===== src/rtl/async_cond_pkg.sv =====
// Package: shared types for the asynchronous input conditioning stage.
// Assumes nothing beyond IEEE 1800-2017 enum support.
package async_cond_pkg;

    // Which transition of the filtered level counts as an event.
    typedef enum logic {
        EDGE_RISE = 1'b0,
        EDGE_FALL = 1'b1
    } edge_sel_e;

endpackage


===== src/rtl/cond_sync_chain.sv =====
// Module: cond_sync_chain
// Brings one asynchronous bit into the clk domain through a shift chain of
// STAGES flops. Assumes STAGES >= 2 and that the consumer uses only the
// last stage. Reset is synchronous, active low, and clears every stage.
module cond_sync_chain #(
    parameter int STAGES = 2
) (
    input  logic clk,
    input  logic rst_n,
    input  logic d,
    output logic q
);

    localparam int TOP = STAGES - 1;

    logic [TOP:0] chain;

    // Shift the raw input one stage further per clock.
    always_ff @(posedge clk) begin
        if (!rst_n) begin
            chain <= '0;
        end else begin
            chain <= {chain[TOP-1:0], d};
        end
    end

    assign q = chain[TOP];

endmodule


===== src/rtl/cond_run_filter.sv =====
// Module: cond_run_filter
// Run-length glitch filter: the output level adopts the input value only
// after the input has differed from it on LENGTH consecutive clocks. Any
// clock where input equals the output restarts the run. Assumes a
// synchronous input and LENGTH >= 1.
module cond_run_filter #(
    parameter int LENGTH = 4
) (
    input  logic clk,
    input  logic rst_n,
    input  logic sync_in,
    output logic level
);

    localparam int CW = (LENGTH > 1) ? $clog2(LENGTH) : 1;
    localparam logic [CW-1:0] LAST = CW'(LENGTH - 1);

    logic [CW-1:0] run;

    // Count consecutive mismatches and flip the level when the run completes.
    always_ff @(posedge clk) begin
        if (!rst_n) begin
            level <= 1'b0;
            run   <= '0;
        end else if (sync_in == level) begin
            run <= '0;
        end else if (run == LAST) begin
            level <= sync_in;
            run   <= '0;
        end else begin
            run <= run + 1'b1;
        end
    end

    // the level only moves towards a differing input value.
    assert_level_moves_on_mismatch_R2: assert property (
        @(posedge clk) disable iff (!rst_n)
        (level != $past(level)) |-> ($past(sync_in) != $past(level))
    );

endmodule


===== src/rtl/cond_pulse_shaper.sv =====
// Module: cond_pulse_shaper
// Detects the selected edge of the filtered level, emits a one-clock event
// and a retriggerable stretched pulse of STRETCH_LEN clocks that starts in
// the event cycle. Assumes a clean, synchronous level and STRETCH_LEN >= 1.
module cond_pulse_shaper
    import async_cond_pkg::*;
#(
    parameter edge_sel_e EDGE_MODE   = EDGE_RISE,
    parameter int        STRETCH_LEN = 8
) (
    input  logic clk,
    input  logic rst_n,
    input  logic level,
    output logic pulse,
    output logic stretch
);

    localparam int EW = $clog2(STRETCH_LEN + 1);
    localparam logic [EW-1:0] RELOAD = EW'(STRETCH_LEN - 1);

    logic          prev;
    logic          event_now;
    logic [EW-1:0] remain;

    // Remember last cycle's level for edge detection.
    always_ff @(posedge clk) begin
        if (!rst_n) begin
            prev <= 1'b0;
        end else begin
            prev <= level;
        end
    end

    // Pick the edge polarity at elaboration time.
    generate
        if (EDGE_MODE == EDGE_RISE) begin : g_rise
            assign event_now = level & ~prev;
        end else begin : g_fall
            assign event_now = ~level & prev;
        end
    endgenerate

    // Load the remaining stretch on each event, otherwise count down.
    always_ff @(posedge clk) begin
        if (!rst_n) begin
            remain <= '0;
        end else if (event_now) begin
            remain <= RELOAD;
        end else if (remain != '0) begin
            remain <= remain - 1'b1;
        end
    end

    assign pulse   = event_now;
    assign stretch = event_now | (remain != '0);

    // an event never lasts more than one cycle.
    assert_single_cycle_R4: assert property (
        @(posedge clk) disable iff (!rst_n)
        pulse |=> !pulse
    );

    // the stretched output only starts from an event.
    assert_stretch_from_event_R7: assert property (
        @(posedge clk) disable iff (!rst_n)
        $rose(stretch) |-> pulse
    );

    generate
        if (STRETCH_LEN > 1) begin : g_hold_chk
            // a stretch longer than one cycle is still high after the event.
            assert_stretch_holds_R6: assert property (
                @(posedge clk) disable iff (!rst_n)
                pulse |=> stretch
            );
        end
    endgenerate

endmodule


===== src/rtl/async_input_conditioner.sv =====
// Module: async_input_conditioner (top)
// Conditions CHANNELS asynchronous inputs: synchroniser, run-length glitch
// filter, edge event and retriggerable stretch per channel. Assumes one
// clock for all channels and a synchronous active-low reset that clears
// every output.
module async_input_conditioner
    import async_cond_pkg::*;
#(
    parameter int        CHANNELS    = 4,
    parameter int        SYNC_STAGES = 2,
    parameter int        FILTER_LEN  = 4,
    parameter int        STRETCH_LEN = 8,
    parameter edge_sel_e EDGE_MODE   = EDGE_RISE
) (
    input  logic                clk,
    input  logic                rst_n,
    input  logic [CHANNELS-1:0] raw_in,
    output logic [CHANNELS-1:0] level_out,
    output logic [CHANNELS-1:0] pulse_out,
    output logic [CHANNELS-1:0] stretch_out
);

    logic [CHANNELS-1:0] synced;

    // One independent conditioning path per channel.
    generate
        for (genvar ch = 0; ch < CHANNELS; ch++) begin : g_chan
            cond_sync_chain #(
                .STAGES (SYNC_STAGES)
            ) u_sync (
                .clk   (clk),
                .rst_n (rst_n),
                .d     (raw_in[ch]),
                .q     (synced[ch])
            );

            cond_run_filter #(
                .LENGTH (FILTER_LEN)
            ) u_filter (
                .clk     (clk),
                .rst_n   (rst_n),
                .sync_in (synced[ch]),
                .level   (level_out[ch])
            );

            cond_pulse_shaper #(
                .EDGE_MODE   (EDGE_MODE),
                .STRETCH_LEN (STRETCH_LEN)
            ) u_shape (
                .clk     (clk),
                .rst_n   (rst_n),
                .level   (level_out[ch]),
                .pulse   (pulse_out[ch]),
                .stretch (stretch_out[ch])
            );
        end
    endgenerate

    // a reset edge leaves every output cleared.
    assert_reset_clears_R8: assert property (
        @(posedge clk)
        !rst_n |=> (level_out == '0 && pulse_out == '0 && stretch_out == '0)
    );

endmodule


===== config.mk =====
export PLATFORM = sky130hd
export DESIGN_NAME = async_input_conditioner
export DESIGN_NICKNAME = d
export VERILOG_FILES = /design/src/rtl/async_cond_pkg.sv /design/src/rtl/cond_sync_chain.sv /design/src/rtl/cond_run_filter.sv /design/src/rtl/cond_pulse_shaper.sv /design/src/rtl/async_input_conditioner.sv
export SDC_FILE = /design/constraint.sdc
export NUM_CORES = 1
export LEC_CHECK = 0
export BUFFER_PORTS_ARGS = -buffer_cell sky130_fd_sc_hd__buf_2
export CORE_ASPECT_RATIO = 0.6
export CORE_MARGIN = 2
export CORE_UTILIZATION = 50
export DETAILED_ROUTE_END_ITERATION = 16
export PLACE_DENSITY = 0.69
export SETUP_SLACK_MARGIN = 0.15
export SLEW_MARGIN = 20
export SYNTH_ARGS = -nofsm -noshare
export SYNTH_HDL_FRONTEND = slang
export SYNTH_SLANG_ARGS = --single-unit

===== constraint.sdc =====
create_clock -name clk -period 3 [get_ports clk]
set_input_delay 0 -clock clk [delete_from_list [all_inputs] [get_ports clk]]
set_output_delay 0 -clock clk [all_outputs]
set_load 0.01 [all_outputs]

==> results of run 1 <==
-- power by group through the flow --
| stage | registers [W] | clock network, W | logic (W) |
|---|---|---|---|
| after floorplan | 0.000708 | 0 | 0.000606 |
| after global placement | 0.000722 | 0 | 0.000633 |
| after detailed placement | 0.000725 | 0 | 0.000670 |
| after CTS | 0.000714 | 0.000329 | 0.000675 |
| after global routing | 0.000728 | 0.000359 | 0.000767 |
| final | 0.000717 | 0.000314 | 0.000666 |
-- Yosys cell counts, types with 2 or more instances --
| library cell | n |
|---|---|
| a211o_1 | 3 |
| a21boi_0 | 4 |
| a21boi_1 | 4 |
| a21oi_1 | 4 |
| and2_1 | 12 |
| and4b_1 | 3 |
| and4bb_2 | 2 |
| buf_4 | 12 |
| clkbuf_1 | 4 |
| dfxtp_1 | 40 |
| ha_1 | 12 |
| inv_1 | 20 |
| mux2i_1 | 8 |
| nand2_1 | 8 |
| nand2b_1 | 4 |
| nor2b_1 | 4 |
| nor3_1 | 8 |
| nor3b_4 | 4 |
| nor4bb_1 | 2 |
| o21a_1 | 4 |
| xnor2_1 | 9 |
| xor2_1 | 3 |
-- final timing paths --
path	to	slack, ns	depth (start not counted)
hold / removal	g_chan[0].u_shape.remain[3]	0.21	3
setup reg to reg	g_chan[1].u_shape.remain[1]	1.67	5
hold reg to reg	g_chan[1].u_sync.chain[1]	0.43	1
setup / recovery	stretch_out[1]	1.59	5
-- timing repair --
action,in CTS,in global routing
gates resized for setup,0,0
hold buffers,4,0
hold endpoints to repair,4,0
-- placed cells by master (no fill, tap or decap) --
| master | instances |
|---|---|
| xor2_1 | 3 |
| nor3b_4 | 4 |
| clkbuf_1 | 1 |
| a21boi_1 | 4 |
| ha_1 | 12 |
| inv_1 | 20 |
| mux2i_1 | 8 |
| a211o_1 | 3 |
| nor4bb_1 | 2 |
| a21oi_1 | 4 |
| xnor2_1 | 9 |
| nor2b_1 | 4 |
| o21a_1 | 4 |
| a211o_2 | 1 |
| dfxtp_1 | 40 |
| and4bb_2 | 2 |
| buf_2 | 17 |
| nand2_1 | 8 |
| nor3_1 | 8 |
| a21boi_0 | 4 |
| clkbuf_8 | 5 |
| and2_1 | 12 |
| nor4b_1 | 1 |
| and4b_1 | 3 |
| nand2b_1 | 4 |
| clkinv_2 | 1 |
| dlygate4sd3_1 | 4 |
-- worst register-to-register path, delay by kind of cell, from the launching register on --
kind,cells,cell delay [ns]
adder cells (fa/ha/maj),1,0.20
AND/OR/NAND/NOR,1,0.28
flip-flops,1,0.32
multiplexers,1,0.24
AO/OA/AOI/OAI,1,0.12
buffers and inverters,1,0.11
-- sequential cells by signal (all words and copies together), names as in the netlist --
| name | cells |
|---|---|
| g_chan.u_filter.run | 8 |
| g_chan.u_filter.level | 4 |
| g_chan.u_shape.prev | 4 |
| g_chan.u_sync.chain | 8 |
| g_chan.u_shape.remain | 16 |
-- cell type report --
| type | count | area share (%) |
|---|---|---|
| multi-input combinational | 100 | 42.4 |
| sequential | 40 | 40.6 |
| timing repair buffer | 21 | 6.35 |
| inverter | 20 | 3.81 |
| clock buffer | 6 | 3.68 |
| tap | 45 | 2.86 |
| clock inverter | 1 | 0.254 |
-- per-layer routing --
layer,up-vias,wire (um),share of wire [%]
met1,532,1240,48
met5,-,0,0
met2,17,1220,47
met4,0,34,1.3
li1,591,-,-
met3,5,119,4.6
-- through the flow --
step / instances / total power, W / area (um^2) / hold WS [ns]
finish: 233 / 0.00170 / 1970 / 0.215
global route: 233 / 0.00185 / 1970 / 0.245
CTS: 233 / 0.00172 / 1970 / 0.207
detailed placement: 222 / 0.00139 / 1850 / 0.210
global placement: 222 / 0.00135 / 1850 / 0.208
floorplan: 176 / 0.00131 / 1820 / 0.127
-- cells by family (layout without fill, tap and decap cells) --
logic type                 after synthesis  count (layout)  share of synthesized area (%)
xor gates and xnor gates                12              12                           5.79
and+or+nand+nor                         48              48                           19.5
adders and majority gates               12              12                           8.26
DFF                                     40              40                           44.1
muxes                                    8               8                           4.41
AOI/OAI and AO/OA                       20              20                           8.06
buffers and inverters                   36              48                           9.92
==> impl_metrics.ini, run 1 <==
[status]
outcome = finished clean

[cts]
clockBufferDepth = 2
clkSinkCount = 40
cts_tree = done
cts.clk_slew.worst_paths_ns = 0.07
cts-root-buf = clkbuf_8
clk_latency_ns = 0.28
cts_made_buffers = 5
htreeDepth = 2
post-cts-setup-buffers = 0

[finish]
nFillCells = 291
fin_util_pct = 58.6
drive_gt1_share_pct = 16.0
area.sequential_um2 = 801
antenna_cells = 0
syn_to_final_growth_pct = 8.47
multi_input_area_um2 = 836
nets = 206

[routing]
drtPass1Iterations = 4
route.vias.total = 1145
antenna_left = 0
drc = 0
drtIter0Drc = 19
post_drt_wl_per_cell_um = 11.2
routed_via_density = 4.91
wirelength_um = 2620

[power]
power_frac_comb_pct = 39.3
leakagePower_nw = 0.909
power_frac_clock_pct = 18.5
vdd_drop_max_mv = 0.441
seqPwrFrac_pct = 42.2
p_sw_w = 0.000552
p_int_w = 0.00115
sw_frac_of_total_pct = 32.5
powerDensity_nw_per_um2 = 861

[grt]
busiest_layer = met2
globalRouteTotalUtil_pct = 14.6
antenna_found_initial = 0
grt_use_met1_pct = 17.5
grt_pass1_vias = 1097
met3_usage_pct = 5.40
grt_max_degree = 41
grt_pass1_wl_um = 4590
gr-total-overflow = 0
gr-usage-met2_pct = 24.7

[die]
dieArea_um2 = 4150
initial_core_util_pct = 54.0
fp.dieW_um = 81.8
die_y_um = 50.7
io-pin-count = 18
rows = 16
core_um2 = 3360

[synth]
synth.area.top_cells = dfxtp_1 44%, ha_1 8.3%, buf_4 5.0%, mux2i_1 4.4%, xnor2_1 4.3%
synthArstFlopShare_pct = 0
synth_seq_cells = 40
ys_seq_area_share_pct = 44.1
synth_ff_type = dfxtp_1
syn_area_per_cell_um2 = 10.3
synth_edf_count = 0
synth_warnings = 0
synthCells = 176
syn-num-nets = 194
yosysTopAreaCell = dfxtp_1
synth_top_cell_area_share_pct = 44.1
syn_area_um2 = 1820
synth_cell_type_count = 24

[run]
max-cap-violations = 0

[worst_setup_path]
cp_top_family = simple AND/OR/NAND/NOR gates
crit_buf_inv = 2
startpoint_type = flip-flop
cpMaxStageDelayCell = dfxtp_1
crit_fanout = 4
max_stage_delay_ns = 0.32
cp_cell_sequence = inv_1 > ha_1 > nor3b_4 > nand2_1 > buf_2
crit_type = reg2out
required_ns = 3.00
cp-startpoint = g_chan[1].u_shape.remain[0]
end_kind = output port
cp.arrival_ns = 1.41
r2r_start = g_chan[1].u_shape.remain[0]

[placement]
place_congestion = 0.718
io_buffers = 17
hpwl_um = 1850
pre_cts_slack_ns = 1.69

[sta]
tns_ns = 0
report.final.slew_viol_count = 0
worst_slew_pin_slew_ns = 0.549
fmax_mhz = 711
hold_viol_final = 0
setup_ws_ns = 1.59
worst_slew_margin_rel_pct = 63.4
fin_crit_sh_pct = 46.9
rsz0062_at_grt = no
fin_crit_ns = 1.41
finClkSkew_ns = 0.00636
finalSetupViolCount = 0

[worst_hold_path]
worstHoldStart = rst_n
hp-class = in2reg
Note: power is estimated with default switching activity, not from simulation.
==> inputs of run 2 (changes only) <==
--- a/config.mk
+++ b/config.mk
@@ -5,6 +5,7 @@
 export SDC_FILE = /design/constraint.sdc
 export NUM_CORES = 1
 export LEC_CHECK = 0
+export ABC_AREA = 1
 export BUFFER_PORTS_ARGS = -buffer_cell sky130_fd_sc_hd__buf_2
 export CORE_ASPECT_RATIO = 0.6
 export CORE_MARGIN = 2
==> constraint.sdc (replaced) <==
create_clock -name clk -period 1.38 [get_ports clk]
set_input_delay 0 -clock clk [delete_from_list [all_inputs] [get_ports clk]]
set_output_delay 0 -clock clk [all_outputs]
set_load 0.01 [all_outputs]
==> run 2 against run 1 <==
Effect of this change: sequential share of layout area down 1.2 points; total power increased by 150%; clock-buffer cell count up 1; global-route usage up 2.0 points; sequential power is 120% higher; synthesized area increased by 0.21%; hold slack worse by 0.20 ns; critical path depth down 1; worst setup slack worse by 1.4 ns; largest cell class is now sequential cells; largest power group is now combinational logic.
==> impl_metrics.ini, run 2 <==
[synth]
syn-num-nets = 259
synth_cell_type_count = 15
synth_common_cells = 45 x inv_1, 44 x nor2_1, 40 x dfxtp_1
synth_top_cell_area_share_pct = 44.0
synth_warnings = 0
synth_seq_cells = 40
synth_ff_type = dfxtp_1
syn_area_um2 = 1820
ys_seq_area_share_pct = 44.0
syn_area_per_cell_um2 = 7.55
synth.area.top_cells = dfxtp_1 44%, inv_1 9.3%, nor2_1 9.1%, ha_1 8.2%, nand2_1 7.4%
synthArstFlopShare_pct = 0
synth_edf_count = 0
synthCells = 241
yosysMostFrequentCell = inv_1
yosysTopAreaCell = dfxtp_1

[worst_setup_path]
cp.arrival_ns = 1.17
crit_type = reg2out
end_kind = output port
startpoint_type = flip-flop
cp_cell_sequence = inv_2 > ha_2 > nand3_2 > buf_2
r2r_start = g_chan[3].u_shape.remain[0]
worst-r2r-setup-slack_ns = 0.34
rr_endpoint = g_chan[3].u_shape.remain[2]
reg2reg_depth = 6
crit_fanout = 4
cp_top_family = flip-flops
required_ns = 1.38
cpMaxStageDelayCell = dfxtp_2
max_stage_delay_ns = 0.34
crit_buf_inv = 2

[power]
powerDensity_nw_per_um2 = 2050
seqPwrFrac_pct = 37.4
power_frac_clock_pct = 19.1
sw_frac_of_total_pct = 38.2
p_int_w = 0.00258
p_sw_w = 0.00160
power_frac_comb_pct = 43.5
leakagePower_nw = 1.10
vdd_drop_max_mv = 0.913
finalPower_w = 0.00418

[placement]
io_buffers = 17
hpwl_um = 2090
place_congestion = 0.802

[routing]
drc = 0
wirelength_um = 2870
drtIter0Drc = 27
antenna_left = 0
routed_via_density = 4.58
drtPass1Iterations = 4
post_drt_wl_per_cell_um = 9.52
route.vias.total = 1378

[sta]
fin_crit_sh_pct = 84.8
report.final.slew_viol_count = 0
rsz0062_at_grt = yes
finClkSkew_ns = 0.00795
hold_viol_final = 0
worst_slew_margin_rel_pct = 82.7
hold_ws_ns = 0.0119
tns_ns = 0
finalSetupViolCount = 0
fin_crit_ns = 1.17
worst_slew_pin_slew_ns = 0.259
fmax_mhz = 855

[die]
initial_core_util_pct = 54.1
rows = 16
io-pin-count = 18
core_um2 = 3360
dieArea_um2 = 4160
die_y_um = 50.7
fp.dieW_um = 81.9

[finish]
drive_gt1_share_pct = 18.8
reg_top3 = g_chan.u_shape.remain x16, g_chan.u_filter.run x8, g_chan.u_sync.chain x8
syn_to_final_growth_pct = 11.8
antenna_cells = 0
nets = 273
final_common_cell = nor2_1
largest_register_ffs = 16
largest_register = g_chan.u_shape.remain
nFillCells = 305
layout_common_cells = 44 x nor2_1, 38 x dfxtp_1, 37 x inv_1

[cts]
cts-root-buf = clkbuf_8
clkSinkCount = 40
htreeDepth = 2
cts_tree = done
cts_made_buffers = 5
cts.clk_slew.worst_paths_ns = 0.08
clk_latency_ns = 0.29
clockBufferDepth = 2
post-cts-setup-buffers = 0

[grt]
globalRouteTotalUtil_pct = 16.6
grt_pass1_vias = 1213
gr-total-overflow = 0
grt_pass1_wl_um = 5180
antenna_found_initial = 0
grt_max_degree = 15

[worst_hold_path]
min_to = g_chan[2].u_sync.chain[1]
hold_depth = 3
worstHoldStart = rst_n
hp-class = in2reg

[run]
max-cap-violations = 0

[status]
outcome = finished clean
## run 2: cell types whose count changed after synthesis, sizes merged, moves of 8 or more
cell,delta
nand3,+24
nand2,+32
a21boi,-8
xnor2,-9
o21ai,+8
nor2,+44
and2,-12
mux2i,-8
inv,+25
nor3,-8
## run 2: layer usage
| layer | part of all wire, % | track usage, % | vias up |
|---|---|---|---|
| met2 | 38 | 23.3 | 18 |
| met3 | 4.6 | 6.47 | 7 |
| met5 | 0 | 0 | - |
| met1 | 55 | 22.4 | 602 |
| li1 | - | - | 751 |
| met4 | 1.5 | 7.50 | 0 |
## run 2: kinds of logic (layout without fill, tap and decap cells)
logic type | Yosys count | in the layout | synth area share (%)
flops | 40 | 40 | 44.0
xor+xnor | 4 | 4 | 1.92
simple gates | 112 | 112 | 26.9
fa+ha+maj | 12 | 12 | 8.25
buf+inv | 61 | 76 | 15.6
compound gates | 12 | 12 | 3.30
## run 2: worst max-delay path by stage
stage / start / endpoint / slack [ns] / depth (start not counted)
global route: g_chan[1].u_shape.remain[0] / stretch_out[1] / 0.14 / 4
CTS: g_chan[1].u_shape.remain[0] / stretch_out[1] / 0.15 / 4
global placement: g_chan[2].u_shape.remain[0] / g_chan[2].u_shape.remain[0] / 0.33 / 6
floorplan: g_chan[1].u_shape.remain[0] / g_chan[1].u_shape.remain[0] / 0.42 / 6
finish: g_chan[1].u_shape.remain[0] / stretch_out[1] / 0.21 / 4
detailed placement: g_chan[0].u_shape.remain[0] / g_chan[0].u_shape.remain[0] / 0.32 / 6
## run 2: power by group through the flow
| stage | Clock, W | Combinational (W) | Sequential, W |
|---|---|---|---|
| after floorplan | 0 | 0.00144 | 0.00153 |
| after CTS | 0.000829 | 0.00167 | 0.00154 |
| after global routing | 0.000883 | 0.00214 | 0.00160 |
| final | 0.000799 | 0.00182 | 0.00156 |
| after detailed placement | 0 | 0.00163 | 0.00156 |
| after global placement | 0 | 0.00160 | 0.00156 |
## run 2: metrics by stage
step / std cells / setup slack (ns) / util (%) / cell area, um^2
finish: 301 / 0.210 / 60.5 / 2040
global route: 301 / 0.141 / 60.5 / 2040
CTS: 301 / 0.151 / 59.4 / 2000
detailed placement: 289 / 0.315 / 55.4 / 1860
global placement: 289 / 0.333 / 55.4 / 1860
floorplan: 241 / 0.419 / - / 1820
## run 2: final cells by class
type                            instances  area [um^2]  share of cell area [%]
Sequential cell                        40          803                    39.5
Multi-Input combinational cell        140          761                    37.4
Inverter                               45          169                    8.30
Timing Repair Buffer                   23          153                    7.50
Clock buffer                            7         86.3                    4.24
Tap cell                               45         56.3                    2.77
Clock inverter                          1         7.51                   0.369
## run 2: worst reg2reg max path, cell delays in order, from the launching register on
cell	delay, ns
dfxtp_1	0.36
inv_2	0.07
ha_1	0.21
nand2_1	0.08
nand2_1	0.05
o21ai_1	0.12
nor2_1	0.04
## run 2: what timing repair did
action / in CTS / in global routing
hold buffers: 4 / 0
resized for setup: 3 / 15
endpoints found under the setup margin: 2 / 4
gates cloned: 0 / 0
hold endpoints to repair: 4 / 0
==> inputs of run 3 (changes only) <==
--- a/config.mk
+++ b/config.mk
@@ -11,7 +11,7 @@
 export CORE_MARGIN = 2
 export CORE_UTILIZATION = 50
 export DETAILED_ROUTE_END_ITERATION = 16
-export PLACE_DENSITY = 0.69
+export PLACE_DENSITY = 0.72
 export SETUP_SLACK_MARGIN = 0.15
 export SLEW_MARGIN = 20
 export SYNTH_ARGS = -nofsm -noshare
==> constraint.sdc (replaced) <==
create_clock -name clk -period 1 [get_ports clk]
set_input_delay 0 -clock clk [delete_from_list [all_inputs] [get_ports clk]]
set_output_delay 0 -clock clk [all_outputs]
set_load 0.01 [all_outputs]
==> run 3 against run 2 <==
Effect of this change: the flow now finishes with violations (negative setup slack); total power up 120%; first-iteration DRC count is 140% higher; flip-flop and latch count stayed put; sequential power is 51% higher; largest power group unchanged; highest routed layer unchanged.
==> impl_metrics.ini, run 3 (synthesis gave the netlist of run 2 again) <==
[status]
outcome = complete, but fails checks
violations = negative setup slack

[worst_setup_path]
end_kind = flip-flop
timing.critical_path.to = g_chan[0].u_shape.remain[2]
startpoint_type = flip-flop
cp.depth = 6
crit_fanout = 3
reg2reg_depth = 6
cp_cell_sequence = inv_4 > buf_12 > ha_4 > nor2_2 > o21ai_1 > nor2_1
rr_endpoint = g_chan[0].u_shape.remain[2]
cp-startpoint = g_chan[0].u_shape.remain[1]
r2r_start = g_chan[0].u_shape.remain[1]
crit_type = reg2reg
required_ns = 1.20
cp.arrival_ns = 1.42
crit_buf_inv = 2
cpMaxStageDelayCell = dfxtp_2
max_stage_delay_ns = 0.36
cp_top_family = flip-flops
worst-r2r-setup-slack_ns = -0.23

[placement]
placed_cells = 290
io_buffers = 17
hpwl_um = 2100
pre_cts_slack_ns = 0.0455
place_congestion = 0.810

[sta]
fin_crit_sh_pct = 123
fin_crit_ns = 1.23
hold_viol_final = 0
finClkSkew_ns = 0.00977
finalSetupViolCount = 18
report.final.slew_viol_count = 0
tns_ns = -1.08
fmax_mhz = 815
hold_ws_ns = 0.0430
worst_slew_margin_rel_pct = 84.4
setup_ws_ns = -0.226
rsz0062_at_grt = yes
worst_slew_pin_slew_ns = 0.235

[grt]
grt_pass1_vias = 1563
met3_usage_pct = 7.01
antenna_found_initial = 0
grt_max_degree = 13
gr-total-overflow = 0
grt_use_met1_pct = 32.7
globalRouteTotalUtil_pct = 24.8
busiest_layer = met2
grt_pass1_wl_um = 7540
gr-usage-met2_pct = 38.3

[finish]
antenna_cells = 0
final_common_cell = nor2_1
largest_register_ffs = 16
nFillCells = 171
reg_top3 = g_chan.u_shape.remain x16, g_chan.u_filter.run x8, g_chan.u_sync.chain x8
drive_gt1_share_pct = 54.7
nets = 315
syn_to_final_growth_pct = 61.6
largest_register = g_chan.u_shape.remain
layout_common_cells = 31 x nor2_1, 29 x inv_1, 28 x buf_6
final_cell_count_no_fill = 343

[cts]
clkSinkCount = 40
htreeDepth = 2
clk_latency_ns = 0.29
cts-root-buf = clkbuf_8
clockBufferDepth = 2
cts_made_buffers = 5
cts_tree = done
cts.clk_slew.worst_paths_ns = 0.09

[routing]
antenna_left = 0
route.vias.total = 1688
drc = 0
drtPass1Iterations = 4
post_drt_wl_per_cell_um = 14.9
drtIter0Drc = 64
routed_via_density = 4.92
wirelength_um = 5110

[die]
io-pin-count = 18
dieArea_um2 = 4160
rows = 16
fp.dieW_um = 81.9
core_um2 = 3360
initial_core_util_pct = 54.1
die_y_um = 50.7

[power]
powerDensity_nw_per_um2 = 3160
leakagePower_nw = 1.41
vdd_drop_max_mv = 2.36

[worst_hold_path]
worstHoldStart = rst_n
hp-class = in2reg

[run]
max-cap-violations = 0
==> run 3: cell count changes in the layout (fill, tap and decap cells not counted), moves of 12 or more <==
cell,before,now
buf_4,2,23
buf_6,2,28
dfxtp_1,38,20
dfxtp_2,2,14
nand3_1,20,8
nor2_1,44,31
==> run 3: how the worst min path moves through the flow <==
stage                                            to  slack, ns  depth (start not counted)
after floorplan           g_chan[0].u_sync.chain[0]        0.1                          2
after global routing         g_chan[0].u_shape.prev       0.06                          3
after global placement    g_chan[2].u_sync.chain[0]       0.18                          3
final                     g_chan[2].u_sync.chain[0]       0.04                          3
after detailed placement  g_chan[3].u_sync.chain[0]       0.19                          3
after CTS                 g_chan[2].u_sync.chain[1]       0.04                          3
==> run 3: cell type report <==
cell class	count	area, um^2	area share [%]
Multi-Input combinational cell	140	1120	38.2
Sequential cell	40	841	28.6
Timing Repair Buffer	65	638	21.7
Inverter	45	189	6.42
Clock buffer	7	86.3	2.93
Tap cell	45	56.3	1.91
Clock inverter	1	7.51	0.255
==> run 3: stage by stage <==
| step | total power [W] | util, % | instance area (um^2) |
|---|---|---|---|
| floorplan | 0.00468 | - | 1970 |
| global placement | 0.00498 | 60.0 | 2020 |
| detailed placement | 0.00501 | 60.0 | 2020 |
| CTS | 0.00809 | 81.8 | 2750 |
| global route | 0.00983 | 87.5 | 2940 |
| finish | 0.00929 | 87.5 | 2940 |
==> run 3: worst register-to-register path, delay by kind of cell (launching register included) <==
family,cells,cell delay [ns]
buf+inv,2,0.17
simple gates,2,0.33
flops,1,0.36
fa+ha+maj,1,0.16
compound gates,1,0.11
==> run 3: report_power, final <==
group | leakage (nW) | internal, W | switching (W)
registers | 0.338 | 0.00196 | 0.000392
clock network | 0.0445 | 0.000561 | 0.000583
logic | 1.02 | 0.00295 | 0.00284
==> run 3: layer usage <==
layer | wire, um | share of wire, %
met5 | 0 | 0
met4 | 140 | 2.7
met3 | 290 | 5.7
met2 | 2360 | 46
met1 | 2320 | 45
==> run 3: what timing repair did <==
| action | in CTS | in global routing |
|---|---|---|
| hold endpoints to repair | 4 | 0 |
| gates cloned | 0 | 0 |
| setup endpoints to repair | 32 | 38 |
| gates resized for setup | 76 | 41 |
| pin swaps | 45 | 29 |
| hold buffers | 4 | 0 |
| buffers inserted | 36 | 5 |
